**src/rtl/chan_xlat_pkg.sv**
```systemverilog
package chan_xlat_pkg;
  localparam int OFF_W  = 3;
  localparam int COL_W  = 10;
  localparam int BANK_W = 2;
  localparam int CH_W   = 2;
  localparam int NUM_CH = 1 << CH_W;
  localparam int POS_W  = 6;

  // bit 0 = enable, [2:1] = ways code, [8:3] = selector position, [16:9] = list
  typedef struct packed {
    logic [NUM_CH*CH_W-1:0] list;
    logic [POS_W-1:0]       selPos;
    logic [1:0]             waysCode;
    logic                   en;
  } ruleCtl_t;

  localparam int CTL_W = $bits(ruleCtl_t);

  typedef struct packed {
    logic load;
    logic drain;
  } xlatStrobe_t;
endpackage

```
**src/rtl/chan_xlat_range.sv**
```systemverilog
module chan_xlat_range #(
  parameter int ADDR_W = 40
) (
  input  logic              en,
  input  logic [ADDR_W-1:0] addr,
  input  logic [ADDR_W-1:0] base,
  input  logic [ADDR_W-1:0] limit,
  output logic              hit
);
  always_comb hit = en && (addr >= base) && (addr <= limit);
endmodule

```
**src/rtl/chan_xlat_ctrl.sv**
```systemverilog
module chan_xlat_ctrl
  import chan_xlat_pkg::*;
(
  input  logic        clk,
  input  logic        rstN,
  input  logic        reqValid,
  input  logic        respReady,
  output logic        reqReady,
  output logic        respValid,
  output xlatStrobe_t strobe
);
  logic heldQ;

  always_comb begin
    reqReady     = !heldQ || respReady;
    strobe.load  = reqValid && reqReady;
    strobe.drain = heldQ && respReady;
  end

  always_ff @(posedge clk or negedge rstN) begin
    if (!rstN)             heldQ <= 1'b0;
    else if (strobe.load)  heldQ <= 1'b1;
    else if (strobe.drain) heldQ <= 1'b0;
  end

  assign respValid = heldQ;
endmodule

```
**src/rtl/chan_xlat_dp.sv**
```systemverilog
module chan_xlat_dp
  import chan_xlat_pkg::*;
#(
  parameter int ADDR_W    = 40,
  parameter int NUM_RULES = 8,
  parameter int ROW_W     = 17,
  parameter int BG_W      = 2,
  parameter int RANK_W    = 1,
  parameter int RULE_W    = $clog2(NUM_RULES),
  parameter int CFG_AW    = RULE_W + 3
) (
  input  logic              clk,
  input  logic              rstN,
  input  xlatStrobe_t       strobe,
  input  logic              cfgWe,
  input  logic [CFG_AW-1:0] cfgAddr,
  input  logic [ADDR_W-1:0] cfgData,
  input  logic [ADDR_W-1:0] reqAddr,
  output logic              errQ,
  output logic [CH_W-1:0]   physChQ,
  output logic [RANK_W-1:0] rankQ,
  output logic [BG_W-1:0]   bgQ,
  output logic [BANK_W-1:0] bankQ,
  output logic [ROW_W-1:0]  rowQ,
  output logic [COL_W-1:0]  colQ
);
  localparam int MAP_W      = NUM_CH * CH_W;
  localparam int BANK_LSB   = COL_W;
  localparam int BG_LSB     = BANK_LSB + BANK_W;
  localparam int ROW_LSB    = BG_LSB + BG_W;
  localparam int RANK_LSB   = ROW_LSB + ROW_W;
  localparam logic [MAP_W-1:0] IDENTITY_MAP = 8'b11_10_01_00;

  logic [ADDR_W-1:0] baseQ  [NUM_RULES];
  logic [ADDR_W-1:0] limitQ [NUM_RULES];
  ruleCtl_t          ctlQ   [NUM_RULES];
  logic [MAP_W-1:0]  mapQ;

  // configuration registers
  always_ff @(posedge clk or negedge rstN) begin
    if (!rstN) begin
      for (int i = 0; i < NUM_RULES; i++) begin
        baseQ[i]  <= '0;
        limitQ[i] <= '0;
        ctlQ[i]   <= '0;
      end
      mapQ <= IDENTITY_MAP;
    end else if (cfgWe) begin
      if (cfgAddr[CFG_AW-1]) begin
        mapQ <= cfgData[MAP_W-1:0];
      end else begin
        case (cfgAddr[1:0])
          2'd0:    baseQ[cfgAddr[CFG_AW-2:2]]  <= cfgData;
          2'd1:    limitQ[cfgAddr[CFG_AW-2:2]] <= cfgData;
          2'd2:    ctlQ[cfgAddr[CFG_AW-2:2]]   <= ruleCtl_t'(cfgData[CTL_W-1:0]);
          default: ;
        endcase
      end
    end
  end

  // window comparators
  logic [NUM_RULES-1:0] hitVec;
  for (genvar g = 0; g < NUM_RULES; g++) begin : gRange
    chan_xlat_range #(.ADDR_W(ADDR_W)) uRange (
      .en   (ctlQ[g].en),
      .addr (reqAddr),
      .base (baseQ[g]),
      .limit(limitQ[g]),
      .hit  (hitVec[g])
    );
  end

  // lowest-numbered hit wins
  logic              anyHit;
  logic [RULE_W-1:0] selIdx;
  always_comb begin
    anyHit = 1'b0;
    selIdx = '0;
    for (int i = NUM_RULES - 1; i >= 0; i--) begin
      if (hitVec[i]) begin
        anyHit = 1'b1;
        selIdx = RULE_W'(i);
      end
    end
  end

  ruleCtl_t          selCtl;
  logic [1:0]        nSel;
  logic [1:0]        selMask;
  logic [1:0]        listIdx;
  logic [CH_W-1:0]   logCh;
  logic [CH_W-1:0]   physCh;
  logic [POS_W:0]    shAmt;
  logic [ADDR_W-1:0] lowMask;
  logic [ADDR_W-1:0] squeezed;
  logic [ADDR_W-1:0] chAddr;

  always_comb begin
    selCtl = ctlQ[selIdx];
    case (selCtl.waysCode)
      2'd0:    begin nSel = 2'd0; selMask = 2'b00; end
      2'd1:    begin nSel = 2'd1; selMask = 2'b01; end
      default: begin nSel = 2'd2; selMask = 2'b11; end
    endcase
    listIdx  = 2'(reqAddr >> selCtl.selPos) & selMask;
    logCh    = selCtl.list[{listIdx, 1'b0} +: CH_W];
    physCh   = mapQ[{logCh, 1'b0} +: CH_W];
    shAmt    = {1'b0, selCtl.selPos} + (POS_W+1)'(nSel);
    lowMask  = (ADDR_W'(1) << selCtl.selPos) - ADDR_W'(1);
    squeezed = ((reqAddr >> shAmt) << selCtl.selPos) | (reqAddr & lowMask);
    chAddr   = squeezed >> OFF_W;
  end

  // registered response fields
  always_ff @(posedge clk or negedge rstN) begin
    if (!rstN) begin
      errQ    <= 1'b0;
      physChQ <= '0;
      rankQ   <= '0;
      bgQ     <= '0;
      bankQ   <= '0;
      rowQ    <= '0;
      colQ    <= '0;
    end else if (strobe.load) begin
      errQ <= !anyHit;
      if (anyHit) begin
        physChQ <= physCh;
        colQ    <= COL_W'(chAddr);
        bankQ   <= BANK_W'(chAddr >> BANK_LSB);
        bgQ     <= BG_W'(chAddr >> BG_LSB);
        rowQ    <= ROW_W'(chAddr >> ROW_LSB);
        rankQ   <= RANK_W'(chAddr >> RANK_LSB);
      end else begin
        physChQ <= '0;
        colQ    <= '0;
        bankQ   <= '0;
        bgQ     <= '0;
        rowQ    <= '0;
        rankQ   <= '0;
      end
    end else if (strobe.drain) begin
      errQ    <= 1'b0;
      physChQ <= '0;
      rankQ   <= '0;
      bgQ     <= '0;
      bankQ   <= '0;
      rowQ    <= '0;
      colQ    <= '0;
    end
  end
endmodule

```
**src/rtl/chan_addr_xlat.sv**
```systemverilog
module chan_addr_xlat
  import chan_xlat_pkg::*;
#(
  parameter int ADDR_W    = 40,
  parameter int NUM_RULES = 8,
  parameter int ROW_W     = 17,
  parameter int BG_W      = 2,
  parameter int RANK_W    = 1,
  parameter int RULE_W    = $clog2(NUM_RULES),
  parameter int CFG_AW    = RULE_W + 3
) (
  input  logic              clk,
  input  logic              rstN,
  input  logic              cfgWe,
  input  logic [CFG_AW-1:0] cfgAddr,
  input  logic [ADDR_W-1:0] cfgData,
  input  logic              reqValid,
  input  logic [ADDR_W-1:0] reqAddr,
  output logic              reqReady,
  output logic              respValid,
  input  logic              respReady,
  output logic              respErr,
  output logic [1:0]        respPhysCh,
  output logic [RANK_W-1:0] respRank,
  output logic [BG_W-1:0]   respBankGroup,
  output logic [1:0]        respBank,
  output logic [ROW_W-1:0]  respRow,
  output logic [9:0]        respCol
);
  xlatStrobe_t strobe;

  chan_xlat_ctrl uCtrl (
    .clk      (clk),
    .rstN     (rstN),
    .reqValid (reqValid),
    .respReady(respReady),
    .reqReady (reqReady),
    .respValid(respValid),
    .strobe   (strobe)
  );

  chan_xlat_dp #(
    .ADDR_W(ADDR_W), .NUM_RULES(NUM_RULES), .ROW_W(ROW_W),
    .BG_W(BG_W), .RANK_W(RANK_W), .RULE_W(RULE_W), .CFG_AW(CFG_AW)
  ) uDp (
    .clk    (clk),
    .rstN   (rstN),
    .strobe (strobe),
    .cfgWe  (cfgWe),
    .cfgAddr(cfgAddr),
    .cfgData(cfgData),
    .reqAddr(reqAddr),
    .errQ   (respErr),
    .physChQ(respPhysCh),
    .rankQ  (respRank),
    .bgQ    (respBankGroup),
    .bankQ  (respBank),
    .rowQ   (respRow),
    .colQ   (respCol)
  );
endmodule

```
**config.mk**
```make
export PLATFORM = sky130hd
export DESIGN_NAME = chan_addr_xlat
export DESIGN_NICKNAME = d
export VERILOG_FILES = /design/src/rtl/chan_xlat_pkg.sv /design/src/rtl/chan_xlat_range.sv /design/src/rtl/chan_xlat_ctrl.sv /design/src/rtl/chan_xlat_dp.sv /design/src/rtl/chan_addr_xlat.sv
export SDC_FILE = /design/constraint.sdc
export NUM_CORES = 2
export LEC_CHECK = 0
export BUFFER_PORTS_ARGS = -buffer_cell sky130_fd_sc_hd__buf_2
export CORE_ASPECT_RATIO = 1.1
export CORE_UTILIZATION = 58
export CTS_CLUSTER_DIAMETER = 80
export CTS_CLUSTER_SIZE = 40
export DETAILED_ROUTE_END_ITERATION = 16
export GPL_TIMING_DRIVEN = 0
export PLACE_DENSITY = 0.78
export REMOVE_ABC_BUFFERS = 1
export SYNTH_ARGS = -nofsm -noshare
export SYNTH_HDL_FRONTEND = slang
export SYNTH_SLANG_ARGS = --single-unit
```
**constraint.sdc**
```tcl
create_clock -name clk -period 8 [get_ports clk]
set_input_delay 1.6 -clock clk [delete_from_list [all_inputs] [get_ports clk]]
set_output_delay 1.6 -clock clk [all_outputs]
set_load 0.005 [all_outputs]
```
==> impl_metrics.json <==
{
  "dp_slack_ns": -6.14,
  "wirelength_um": 171000,
  "r2r-end": "uDp.rowQ[8]$_DFFE_PN0P_",
  "hp-start": "uDp.colQ[6]$_DFFE_PN0P_",
  "timing.final.crit_share_pct": 107,
  "dp_hpwl_um": 106000,
  "drive_gt1_share_pct": 22.4,
  "pin_count": 128,
  "seq_area_frac_synth_pct": 38.6,
  "timing.rr.start": "uDp.baseQ[87]$_DFFE_PN0P_",
  "grt_first_pass_wirelength_um": 256000,
  "worst_path_max_delay_cell": "o211ai_1",
  "drv_cap": 0,
  "remaining_drc_errors": 0,
  "hold_end": "uDp.colQ[6]$_DFFE_PN0P_",
  "hold_viol_final": 0,
  "clk_latency_ns": 0.67,
  "dp.cells": 6605,
  "worstSetupPathType": "input port to register",
  "arrival_ns": 9.07,
  "antenna_found_initial": 10,
  "hold_ws_ns": 0.494,
  "clk_pin_slew_ns": 0.11,
  "start_util_pct": 58.4,
  "drtAntennaViolNets": 0,
  "fmax_ghz": 0.117,
  "cp-end-kind": "register",
  "die_x_um": 291,
  "synth-seq-cells": 820,
  "cts_buffers": 39,
  "synthArstFlopShare_pct": 100,
  "violations": "setup timing",
  "hold_class": "register to register",
  "rsz0062_at_grt": "yes",
  "ir_worst_vdd_mv": 0.470,
  "syn_area_um2": 53100,
  "r2r_cells": 33,
  "cts_tree": "yes",
  "startpoint": "reqAddr[0]",
  "layout_setup_ws_ns": -0.557,
  "grt_overflow_total": 0,
  "grt_pass1_vias": 43400,
  "finalClockSkew_ns": 0.0495,
  "yosys-top-cells-count": "dfrtp_1 (816), inv_1 (660), ha_1 (642)",
  "die_y_um": 319,
  "cts_num_sinks": 820,
  "min_path_cells": 1,
  "die_area_um2": 92800,
  "yosysWarnings": 0,
  "synth_cells": 5517,
  "utilization_pct": 66.8,
  "rrSetupSlack_ns": 0.19,
  "synth_edf_count": 0,
  "vias": 44700,
  "setup_viol": 32,
  "critical-path-max-stage-delay_ns": 0.75,
  "finalSetupTns_ns": -13.03,
  "grt_start_max_net_pins": 119,
  "p_leak_nw": 28.8,
  "root_buffer": "clkbuf_16",
  "synth_top_area_cell": "dfrtp_1",
  "max_slew_margin_pct": 19.6,
  "drv_slew": 0,
  "status": "finished, violations left",
  "layout.cells.non_filler": 6845,
  "avgViaCountPerCell": 6.52,
  "netlist-cell-type-count": 99,
  "wl_per_cell_um": 25.0,
  "cpMostUsedCell": "buf_12",
  "ys_top_cells_by_area": "dfrtp_1 (38%), ha_1 (15%), mux2_2 (11%), o21ai_0 (4.8%), inv_1 (4.7%)",
  "place_congestion": 0.986,
  "synth.top_cell.area_share_pct": 38.5,
  "post-synth-top-count-cell": "dfrtp_1",
  "min_period_ns": 8.56,
  "crit_required_ns": 8.51,
  "drt-pass1-iter-count": 10,
  "core_um2": 90900,
  "clockBufferDepth": 3,
  "start_kind": "input port",
  "htreeDepth": 2,
  "ys.flop_type": "dfrtp_1",
  "worstMarginPinSlew_ns": 1.20,
  "fillCellCount": 6711,
  "powerDensity_nw_per_um2": 382,
  "rows": 116,
  "finish.net_count": 6368,
  "port_buffers": 127,
  "grt_use_total_pct": 36.1,
  "path_max_fanout": 8,
  "area_growth_pct": 14.3,
  "syn_area_per_cell_um2": 9.63,
  "drt_iter0_drc": 4880
}
==> through the flow <==
step / power [W] / area [µm²]
after global placement: 0.0151 / 54200
after detailed placement: 0.0154 / 55200
final: 0.0232 / 60700
after floorplan: 0.0123 / 52000
after global routing: 0.0241 / 60700
after CTS: 0.0213 / 59700
==> how the worst max path moves through the flow <==
| stage | cells after the start | endpoint | slack [ns] |
|---|---|---|---|
| finish | 36 | uDp.rowQ[8]$_DFFE_PN0P_ | -0.56 |
| CTS | 38 | uDp.rowQ[7]$_DFFE_PN0P_ | -0.28 |
| global placement | 1 | uDp.limitQ[256]$_DFFE_PN0P_ | -12.26 |
| detailed placement | 27 | uDp.colQ[9]$_DFFE_PN0P_ | -6.14 |
| floorplan | 21 | uDp.physChQ[0]$_DFFE_PN0P_ | -4.71 |
| global route | 32 | uDp.rowQ[14]$_DFFE_PN0P_ | -0.66 |
==> worst max-delay path, delay by kind of cell <==
family          cells  cell delay (ns)
compound gates     13             3.63
buf+inv            13             1.77
mux                 4             0.92
fa+ha+maj           2             0.85
simple gates        4             0.26
==> repair_timing <==
| item | CTS | global route |
|---|---|---|
| gates cloned | 21 | 0 |
| gates resized for setup | 432 | 133 |
| buffers inserted | 95 | 55 |
| endpoints found under the setup margin | 34 | 34 |
| pin swaps | 95 | 63 |
| hold buffers | 0 | 0 |
==> registers in the layout, summed over array words and instances (netlist names) <==
signal and cells:
uDp.errQ 1, uDp.physChQ 2, uDp.rowQ 17, uCtrl.respValid 1, uDp.baseQ 320, uDp.limitQ 320, uDp.ctlQ 136, uDp.rankQ 1
uDp.colQ 10, uDp.mapQ 8, uDp.bankQ 2, uDp.bgQ 2
==> final cells by class <==
| type | instances | area (µm²) | area share (%) |
|---|---|---|---|
| timing repair inverter | 6 | 47.5 | 0.0783 |
| antenna | 1 | 2.50 | 0.00412 |
| clock inverter | 28 | 468 | 0.771 |
| inverter | 662 | 2530 | 4.17 |
| clock buffer | 43 | 1030 | 1.70 |
| timing repair buffer | 325 | 3440 | 5.66 |
| sequential | 820 | 20500 | 33.8 |
| tap | 1180 | 1480 | 2.43 |
| multi-input combinational | 3780 | 31200 | 51.4 |
==> layer usage <==
metal / vias up / GRT usage, % / wire length (µm)
met2: 2295 / 57.4 / 76800
met3: 711 / 7.43 / 16900
met4: 16 / 19.8 / 11000
met5: - / 0 / 112
li1: 19700 / - / -
met1: 21900 / 46.2 / 66200
==> cells by family after synthesis <==
kind of cell	Yosys count	share of synthesized area, %
DFF	820	38.6
muxes	685	14.3
adders and majority gates	643	15.2
buffers and inverters	924	6.69
and+or+nand+nor	1198	10.4
xor gates and xnor gates	5	0.160
AOI/OAI and AO/OA	1242	14.7
==> cell usage in the layout (no fill, tap or decap), types with 21 or more instances in the layout <==
cell         n
nand2_1    564
dfrtp_1    816
a21oi_1    237
mux2_2     509
o21ai_2     35
a31oi_1     21
mux2i_1     91
o21ai_0    450
a211oi_1    51
buf_6       24
buf_4      133
a21o_1      79
o21a_1      24
o21ai_1     27
inv_1      655
mux2i_2     31
buf_2       86
clkbuf_16   41
nand4_1    122
nor3_1      45
nor2b_1     26
ha_1       635
o211ai_1    42
mux2_4      28
nand3_1     97
buf_12      39
nor2_1     153
==> power by group <==
group | switching, W | internal (W)
registers | 0.000289 | 0.00482
logic | 0.00883 | 0.00656
clock network | 0.00163 | 0.00109
Power figures use the tool's default switching activity.
